<file path="src/rtl/chs_pkg.sv">
package chs_pkg;
  localparam logic [4:0] CODE_READ  = 5'h01;
  localparam logic [4:0] CODE_WRITE = 5'h02;
  localparam logic [15:0] OPTION_WORD = 16'h0002;
  localparam int FIELD_W = 5;
  localparam int BLK_SHIFT = 9;

  typedef enum logic [2:0] {
    S_IDLE, S_DIV1, S_MID, S_DIV2, S_FIN, S_DONE, S_ERR
  } stateT;

  typedef struct packed {
    logic capture;   // sample request, load first division
    logic step;      // one restoring step
    logic useHeads;  // divisor select: heads instead of sectors
    logic second;    // keep sector, load second division
    logic finish;    // publish results
  } strobeT;
endpackage

</file>
<file path="src/rtl/chs_div.sv">
module chs_div #(
  parameter int W  = 24,
  parameter int DW = 5
) (
  input  logic          clk,
  input  logic          rst_n,
  input  logic          load,
  input  logic          step,
  input  logic [W-1:0]  dividend,
  input  logic [DW-1:0] divisor,
  output logic [W-1:0]  quotient,
  output logic [DW-1:0] remainder
);
  logic [DW-1:0] remR;
  logic [W-1:0]  quoR;
  logic [DW:0]   shifted;
  logic [DW:0]   trial;

  always_comb begin
    shifted = {remR, quoR[W-1]};
    trial   = shifted - {1'b0, divisor};
  end

  always_ff @(posedge clk or negedge rst_n) begin
    if (!rst_n) begin
      remR <= '0;
      quoR <= '0;
    end else if (load) begin
      remR <= '0;
      quoR <= dividend;
    end else if (step) begin
      if (!trial[DW]) begin
        remR <= trial[DW-1:0];
        quoR <= {quoR[W-2:0], 1'b1};
      end else begin
        remR <= shifted[DW-1:0];
        quoR <= {quoR[W-2:0], 1'b0};
      end
    end
  end

  assign quotient  = quoR;
  assign remainder = remR;
endmodule

</file>
<file path="src/rtl/chs_ctrl.sv">
module chs_ctrl
  import chs_pkg::*;
#(
  parameter int BLK_W = 24,
  parameter int GEO_W = 5
) (
  input  logic             clk,
  input  logic             rst_n,
  input  logic             start,
  input  logic [GEO_W-1:0] spt,
  input  logic [GEO_W-1:0] heads,
  output strobeT           strb,
  output logic             done,
  output logic             error
);
  localparam int CNT_W = $clog2(BLK_W + 1);
  localparam logic [CNT_W-1:0] LAST = CNT_W'(BLK_W - 1);

  stateT state, nxt;
  logic [CNT_W-1:0] stepCnt;
  logic lastStep, geoZero;

  assign lastStep = (stepCnt == LAST);
  assign geoZero  = (spt == '0) || (heads == '0);

  always_comb begin
    strb = '0;
    nxt  = state;
    unique case (state)
      S_IDLE: if (start) begin
        if (geoZero) nxt = S_ERR;
        else begin
          strb.capture = 1'b1;
          nxt = S_DIV1;
        end
      end
      S_DIV1: begin
        strb.step = 1'b1;
        if (lastStep) nxt = S_MID;
      end
      S_MID: begin
        strb.second = 1'b1;
        nxt = S_DIV2;
      end
      S_DIV2: begin
        strb.step = 1'b1;
        strb.useHeads = 1'b1;
        if (lastStep) nxt = S_FIN;
      end
      S_FIN: begin
        strb.finish = 1'b1;
        strb.useHeads = 1'b1;
        nxt = S_DONE;
      end
      default: nxt = S_IDLE;
    endcase
  end

  always_ff @(posedge clk or negedge rst_n) begin
    if (!rst_n) begin
      state   <= S_IDLE;
      stepCnt <= '0;
    end else begin
      state <= nxt;
      if (strb.step && !lastStep) stepCnt <= stepCnt + 1'b1;
      else stepCnt <= '0;
    end
  end

  assign done  = (state == S_DONE) || (state == S_ERR);
  assign error = (state == S_ERR);
endmodule

</file>
<file path="src/rtl/chs_datapath.sv">
module chs_datapath
  import chs_pkg::*;
#(
  parameter int BLK_W  = 24,
  parameter int BYTE_W = 25,
  parameter int GEO_W  = 5
) (
  input  logic              clk,
  input  logic              rst_n,
  input  strobeT            strb,
  input  logic [BLK_W-1:0]  blockNum,
  input  logic [BYTE_W-1:0] byteCount,
  input  logic [GEO_W-1:0]  spt,
  input  logic [GEO_W-1:0]  heads,
  input  logic              isWrite,
  output logic [4:0]        cmdCode,
  output logic [15:0]       word0,
  output logic [15:0]       word1,
  output logic [15:0]       word2,
  output logic [15:0]       word3
);
  logic [GEO_W-1:0] sptR, headsR, sectorR, divisor, remainder;
  logic [BLK_W-1:0] quotient, dividend;
  logic [15:0]      countP;
  logic [4:0]       codeP;

  assign divisor  = strb.useHeads ? headsR : sptR;
  assign dividend = strb.second ? quotient : blockNum;

  chs_div #(.W(BLK_W), .DW(GEO_W)) u_div (
    .clk      (clk),
    .rst_n    (rst_n),
    .load     (strb.capture | strb.second),
    .step     (strb.step),
    .dividend (dividend),
    .divisor  (divisor),
    .quotient (quotient),
    .remainder(remainder)
  );

  always_ff @(posedge clk or negedge rst_n) begin
    if (!rst_n) begin
      sptR    <= '0;
      headsR  <= '0;
      sectorR <= '0;
      countP  <= '0;
      codeP   <= '0;
      cmdCode <= '0;
      word0   <= '0;
      word1   <= '0;
      word2   <= '0;
      word3   <= '0;
    end else begin
      if (strb.capture) begin
        sptR   <= spt;
        headsR <= heads;
        countP <= 16'(byteCount >> BLK_SHIFT);
        codeP  <= isWrite ? CODE_WRITE : CODE_READ;
      end
      if (strb.second) sectorR <= remainder;
      if (strb.finish) begin
        cmdCode <= codeP;
        word0   <= OPTION_WORD;
        word1   <= countP;
        word2   <= {quotient[FIELD_W-1:0], 1'b0,
                    remainder[FIELD_W-1:0], sectorR[FIELD_W-1:0]};
        word3   <= {11'b0, quotient[2*FIELD_W-1:FIELD_W]};
      end
    end
  end
endmodule

</file>
<file path="src/rtl/chs_cmd_encoder.sv">
module chs_cmd_encoder
  import chs_pkg::*;
#(
  parameter int BLK_W  = 24,
  parameter int BYTE_W = 25,
  parameter int GEO_W  = 5
) (
  input  logic              clk,
  input  logic              rst_n,
  input  logic              start,
  input  logic [BLK_W-1:0]  blockNum,
  input  logic [BYTE_W-1:0] byteCount,
  input  logic [GEO_W-1:0]  spt,
  input  logic [GEO_W-1:0]  heads,
  input  logic              isWrite,
  output logic              done,
  output logic              error,
  output logic [4:0]        cmdCode,
  output logic [15:0]       word0,
  output logic [15:0]       word1,
  output logic [15:0]       word2,
  output logic [15:0]       word3
);
  strobeT strb;

  chs_ctrl #(.BLK_W(BLK_W), .GEO_W(GEO_W)) u_ctrl (
    .clk  (clk),
    .rst_n(rst_n),
    .start(start),
    .spt  (spt),
    .heads(heads),
    .strb (strb),
    .done (done),
    .error(error)
  );

  chs_datapath #(.BLK_W(BLK_W), .BYTE_W(BYTE_W), .GEO_W(GEO_W)) u_dp (
    .clk      (clk),
    .rst_n    (rst_n),
    .strb     (strb),
    .blockNum (blockNum),
    .byteCount(byteCount),
    .spt      (spt),
    .heads    (heads),
    .isWrite  (isWrite),
    .cmdCode  (cmdCode),
    .word0    (word0),
    .word1    (word1),
    .word2    (word2),
    .word3    (word3)
  );
endmodule

</file>
<file path="config.mk">
export PLATFORM = sky130hd
export DESIGN_NAME = chs_cmd_encoder
export DESIGN_NICKNAME = d
export VERILOG_FILES = /design/src/rtl/chs_pkg.sv /design/src/rtl/chs_div.sv /design/src/rtl/chs_ctrl.sv /design/src/rtl/chs_datapath.sv /design/src/rtl/chs_cmd_encoder.sv
export SDC_FILE = /design/constraint.sdc
export NUM_CORES = 1
export LEC_CHECK = 0
export BUFFER_PORTS_ARGS = -buffer_cell sky130_fd_sc_hd__buf_2
export CAP_MARGIN = 20
export CORE_MARGIN = 3
export CORE_UTILIZATION = 42
export CTS_CLUSTER_DIAMETER = 60
export DETAILED_ROUTE_END_ITERATION = 8
export MAX_ROUTING_LAYER = met4
export PLACE_DENSITY = 0.69
export SLEW_MARGIN = 10
export SYNTH_ARGS = -nofsm -noshare
export SYNTH_HDL_FRONTEND = slang
export SYNTH_SLANG_ARGS = --single-unit
</file>
<file path="constraint.sdc">
create_clock -name clk -period 5.58 [get_ports clk]
set_input_delay 0.558 -clock clk [delete_from_list [all_inputs] [get_ports clk]]
set_output_delay 0.558 -clock clk [all_outputs]
set_load 0.005 [all_outputs]
</file>
==> results of run 1 <==
-- sequential cells by signal, summed over array words and instances (netlist names) --
signal,flops
u_ctrl.state,3
u_dp.word0,1
u_dp.u_div.quotient,24
u_dp.headsR,5
u_dp.countP,16
u_dp.u_div.remainder,5
u_dp.cmdCode,2
u_ctrl.stepCnt,5
u_dp.sectorR,5
u_dp.word2,15
u_dp.sptR,5
u_dp.codeP,2
u_dp.word1,16
u_dp.word3,5
-- per-stage QoR --
| stage | util | setup slack [ns] |
|---|---|---|
| 2_1_floorplan | - | 2.835 |
| 3_3_place_gp | 0.4712 | 2.215 |
| 3_5_place_dp | 0.4712 | 2.097 |
| 4_1_cts | 0.4974 | 2.075 |
| 5_1_grt | 0.4986 | 1.763 |
| 6_report | 0.4986 | 2.089 |
-- final cells by class --
| type | instances | area, µm² | area share |
|---|---|---|---|
| multi-input cells | 226 | 1882 | 0.3291 |
| clock buffers | 10 | 239.0 | 0.04179 |
| flip-flops and latches | 109 | 2728 | 0.4770 |
| well taps | 143 | 178.9 | 0.03129 |
| repair buffers | 98 | 506.7 | 0.08862 |
| clock inverters | 6 | 61.31 | 0.01072 |
| inverters | 32 | 120.1 | 0.02101 |
| diodes | 1 | 2.502 | 0.0004376 |
-- worst max-delay path, delay by kind of cell (launching register included) --
kind	cells	cell delay (ns)
AO/OA/AOI/OAI	4	0.99
AND/OR/NAND/NOR	4	0.75
flip-flops	1	0.62
multiplexers	1	0.40
buffers and inverters	2	0.39
adder cells (fa/ha/maj)	1	0.21
-- layout by cell type, fill, tap and decap left out, types with 2 or more instances in the layout --
| cell type | instances |
|---|---|
| nand3_1 | 10 |
| nor3_1 | 2 |
| xnor2_1 | 3 |
| nand4_1 | 2 |
| o21ai_0 | 7 |
| ha_1 | 6 |
| and2_1 | 2 |
| dfrtp_1 | 109 |
| buf_2 | 93 |
| conb_1 | 30 |
| inv_6 | 3 |
| a21oi_1 | 9 |
| a31oi_1 | 2 |
| a222oi_1 | 23 |
| mux2_2 | 70 |
| or3_1 | 2 |
| a32o_1 | 2 |
| mux2_4 | 2 |
| clkbuf_16 | 9 |
| inv_1 | 32 |
| nor2_1 | 6 |
| and3_1 | 2 |
| or4_4 | 2 |
| mux2i_1 | 4 |
| nand2_1 | 13 |
| o211ai_1 | 2 |
| nor2b_1 | 4 |
| buf_4 | 4 |
| o2111ai_1 | 2 |
-- power by group --
group | switching, mW | total (mW) | internal, mW
clock network | 0.307 | 0.634 | 0.327
logic | 0.606 | 1.25 | 0.641
registers | 0.230 | 1.37 | 1.14
-- logic make-up after synthesis --
logic type	count (synthesis)
XOR/XNOR	4
adder cells (fa/ha/maj)	7
AO/OA/AOI/OAI	56
other	1
flip-flops	109
buffers and inverters	80
multiplexers	76
AND/OR/NAND/NOR	53
-- metal layers --
metal	share of wire	vias up	wire length, µm
li1	-	1510	-
met1	0.43	1611	4224
met2	0.49	107	4863
met3	0.072	8	707
met4	0.0087	0	86
met5	0	-	0
-- worst max-delay path by stage --
stage                          from                       to  slack (ns)  cells after the start
floorplan           u_ctrl.state[2]  u_dp.u_div.remainder[3]        2.84                     12
global placement    u_ctrl.state[0]  u_dp.u_div.remainder[3]        2.21                     12
detailed placement  u_ctrl.state[0]  u_dp.u_div.remainder[3]        2.10                     12
CTS                 u_ctrl.state[0]  u_dp.u_div.remainder[3]        2.07                     12
global route        u_ctrl.state[0]  u_dp.u_div.remainder[3]        1.76                     12
finish              u_ctrl.state[0]  u_dp.u_div.remainder[3]        2.09                     12
==> out/results.tsv, run 1 <==
metric	value	unit
status	finished clean	
Synth async-reset ratio	1.000	
CTS HTree Levels	3	
Synth area leaders	dfrtp_1 55%, mux2_2 16%, buf_4 4.8%	
endpoints failing hold	0	
Wirelength per Cell	15.81	µm
Die Ht	114.7	µm
CP max stage delay	0.62	ns
CTS resizes	0	
Final Net Count	546	
number of fill cells in the layout	1056	
commonest cells in the netlist	109 x dfrtp_1, 70 x mux2_2, 32 x buf_4, 32 x inv_1, 23 x a222oi_1	
final hold slack	0.2463	ns
largest net degree at the start of global routing	59	
vias in the first global route	3318	
period utilisation layout	0.6257	
Starting Density	0.4328	
max cap viols	0	
gr ovfl total	0	
Residual DRC	0	
via count	3236	
RSZ-0062 raised after global routing	false	
worst r2r path cells	12	
Post-Layout Cell Count	625	
CTS Root Cell	clkbuf_16	
worst-path cell chain	nor2b_2, buf_4, nand2_1, nand2_1, mux2_2, inv_1, ha_1, nor2b_1, o2111ai_1, a31o_2, a21oi_1, o41ai_1	
CP arrival	3.73	ns
Max Fclk	286.4	MHz
simple-gate share of the synthesized area	0.06050	
busiest grt layer	met2	
critical path type	register to register	
Critical R2R Launch	u_ctrl.state[0]	
sequential-to-total area share from yosys stat	0.5495	
clk sinks	109	
yosys warns	0	
ys flop type	dfrtp_1	
Avg Vias per Cell	5.178	
Post-Place Cells	607	
DR iter-0 viols	228	
Tightest Hold Check Type	input port to asynchronous set/reset pin	
post-synth top area share	0.5495	
Design Area, Final	5718	µm²
layout cells sized above 1	0.4096	
reg2reg end	u_dp.u_div.remainder[3]	
cell mode on critical path	nand2_1	
Final setup viols	0	
buffers added on ports	94	
Setup TNS	0	ns
Setup crit start kind	register	
Max Transition Viols Final	0	
leading area contributor after synthesis	dfrtp_1	
peak supply drop	292.9	µV
Cell variety after synth	47	
top-count cell post-synth	dfrtp_1	
relative slew slack	0.3727	
Antenna Nets Post-Route	0	
clock tree buffer depth	2	
Worst Skew	0.006825	ns
Avg Cell Area, Syn	12.86	µm²
drt pass-1 iters	6	
main combinational cell family by area after synthesis	multiplexers	
Setup Fix Bufs, Post-CTS	0	
slowest CP cell	dfrtp_1	
CTS tree	built	
# hold bufs at CTS	0	
Post-Syn Area	4964	µm²
Worst Tran Pin Value	0.9409	ns
Routed WL	9883	µm
Worst Path Required	5.82	ns
GRT met3 Usage	0.04968	
Synth Register Bits	109	
Area Growth Syn to Fin	15.20	%
gpl congestion	0.9144	
core footprint	11470	µm²
die extent in x	114.7	µm
initial antenna violation count	1	
Clock Latency Late Sink	0.35	ns
multiplexer share of the synthesized area	0.1729	
post-synthesis compound-gate area fraction	0.09604	
CP endpoint kind	register	
met1 Resource Use GR	0.2088	
Cells after Synth	386	
Synth Area in Adders	0.01916	
leakage	2.892	nW
Post-DP Area	5404	µm²
Die ar.	13160	µm²
R2R Setup Slk	2.09	ns
number of synthesized flops with an enable pin	0	
Clock Pin Slew Worst Setup and Hold Paths	0.07	ns
first-pass GRT wire length	16340	µm
io pins	134	
Core Rows	39	
met2 Use GR	0.2499	
CP max FO	32	
Synth Area in XOR/XNOR	0.007058	
Pwr Total	3.253	mW
Final Critical Period	3.491	ns
Final HPWL DP	6994	µm
Pwr Density	568.9	nW/µm²
Global Route Usage Sum	0.1610	
CTS buffer count	9	
No activity file was read; power rests on OpenSTA's default activity.
==> run 2: changes to the inputs <==
--- a/config.mk
+++ b/config.mk
@@ -12,7 +12,7 @@
 export CTS_CLUSTER_DIAMETER = 60
 export DETAILED_ROUTE_END_ITERATION = 8
 export MAX_ROUTING_LAYER = met4
-export PLACE_DENSITY = 0.69
+export PLACE_DENSITY = 0.72
 export SLEW_MARGIN = 10
 export SYNTH_ARGS = -nofsm -noshare
 export SYNTH_HDL_FRONTEND = slang
==> constraint.sdc (replaced) <==
create_clock -name clk -period 2.9 [get_ports clk]
set_input_delay 0.29 -clock clk [delete_from_list [all_inputs] [get_ports clk]]
set_output_delay 0.29 -clock clk [all_outputs]
set_load 0.005 [all_outputs]
==> out/results.tsv, run 2 (synthesized netlist as in run 1, its figures left out) <==
metric	value	unit
CP endpoint kind	register	
CTS buffer count	9	
Pint	4.254	mW
Final HPWL DP	7236	µm
Logic pwr share	0.394	
DR iter-0 viols	245	
largest net degree at the start of global routing	56	
leakage	2.940	nW
max FFs per register	24	
Flop pwr share	0.401	
slowest CP cell	dfrtp_1	
Final Critical Period	2.719	ns
gpl congestion	0.8481	
layout cells sized above 1	0.4218	
Max Transition Viols Final	0	
Worst Skew	0.005783	ns
Antenna Nets Post-Route	0	
die extent in x	114.7	µm
first-pass GRT wire length	16490	µm
clock share of power	0.206	
Clock Latency Late Sink	0.35	ns
Global Route Usage Sum	0.1645	
Pwr Density	1116	nW/µm²
drt pass-1 iters	6	
Die ar.	13160	µm²
clock tree buffer depth	2	
worst-path cell chain	nor2b_2, nand2_1, nand2_1, mux2_2, ha_1, fa_1, nor2b_1, o21ai_0, and3_1, o2111ai_1, nand3_1	
core footprint	11470	µm²
vias in the first global route	3348	
relative slew slack	0.4247	
CP arrival	2.94	ns
leading cell type in the layout, fill and taps excluded	dfrtp_1	
Die Ht	114.7	µm
gr ovfl total	0	
period utilisation layout	0.9376	
commonest cells after routing, fill and taps aside	109 x dfrtp_1, 93 x buf_2, 70 x mux2_2, 32 x inv_1, 30 x conb_1	
max cap viols	0	
via count	3337	
Max Fclk	367.8	MHz
Final setup viols	0	
pre-CTS setup slack	0.1607	ns
CTS HTree Levels	3	
n_diodes	0	
initial antenna violation count	0	
violated checks	hold timing	
CTS tree	built	
CP max stage delay	0.42	ns
Setup crit start kind	register	
final hold slack	-0.004408	ns
Core Rows	39	
fin worst setup slack	0.1811	ns
Setup Fix Bufs, Post-CTS	0	
Worst Path Required	3.12	ns
Wirelength per Cell	16.00	µm
CP max FO	5	
Residual DRC	0	
Setup TNS	0	ns
Sw Pwr	2.229	mW
status	finished with violations	
cell mode on critical path	nand2_1	
CTS Root Cell	clkbuf_16	
Tightest Hold Check Type	input port to asynchronous set/reset pin	
Area Growth Syn to Fin	16.99	%
endpoints failing hold	1	
switching portion of total power	0.3438	
Starting Density	0.4328	
peak supply drop	496.1	µV
buffers added on ports	94	
Worst Tran Pin Value	0.8564	ns
Avg Vias per Cell	5.305	
io pins	134	
critical path type	register to register	
Routed WL	10060	µm
clk sinks	109	
Clock Pin Slew Worst Setup and Hold Paths	0.07	ns
Final Net Count	551	
-- run 2: power by group through the flow --
stage / combinational, mW / sequential [mW] / clock [mW]
finish: 2.55 / 2.60 / 1.33
global placement: 2.40 / 2.58 / 0
CTS: 2.54 / 2.60 / 1.37
detailed placement: 2.52 / 2.62 / 0
floorplan: 1.84 / 2.53 / 0
global route: 2.86 / 2.69 / 1.43
-- run 2: path summary, 6_finish.rpt --
kind	start	end	slack (ns)	depth (start not counted)
max reg2reg	u_ctrl.state[0]	u_dp.u_div.remainder[4]	0.18	11
max	u_ctrl.state[0]	u_dp.u_div.remainder[4]	0.18	11
min	rst_n	u_dp.word0[1]	-0.004	1
max in group asynchronous	rst_n	u_dp.u_div.quotient[5]	2.19	2
min in group clk	isWrite	u_dp.codeP[0]	0.13	2
min reg2reg	u_dp.word0[1]	u_dp.word0[1]	0.46	1
-- run 2: critical path, delay by kind of cell, from the launching register on --
family	cells	cell delay, ns
AND/OR/NAND/NOR	6	0.89
multiplexers	1	0.36
flip-flops	1	0.42
AO/OA/AOI/OAI	2	0.34
adder cells (fa/ha/maj)	2	0.60
-- run 2: area by class of cell --
type,instances,area (µm²)
clock buffers,9,225.2
clock inverters,7,107.6
fillers,1016,5660
inverters,32,120.1
multi-input cells,226,1894
flip-flops and latches,109,2728
well taps,143,178.9
repair buffers,103,553.0
-- run 2: metrics by stage --
step / std cells / util / power (mW) / area [µm²]
after floorplan: 415 / - / 4.371 / 5072
after global placement: 613 / 0.4763 / 4.981 / 5461
after detailed placement: 613 / 0.4763 / 5.144 / 5461
after CTS: 629 / 0.5053 / 6.510 / 5794
after global routing: 629 / 0.5064 / 6.974 / 5807
final: 629 / 0.5064 / 6.483 / 5807
-- run 2: layer usage --
metal,GRT usage,share of wire,vias to the layer above
li1,-,-,1531
met1,0.2003,0.40,1652
met2,0.2716,0.50,143
met3,0.03964,0.082,11
met4,0.05164,0.013,0
met5,-,0,-
-- run 2: timing repair --
action | CTS | global route
hold buffers | 0 | 0
setup endpoints to repair | 0 | 4
resized for setup | 0 | 3
hold endpoints to repair | 0 | 0
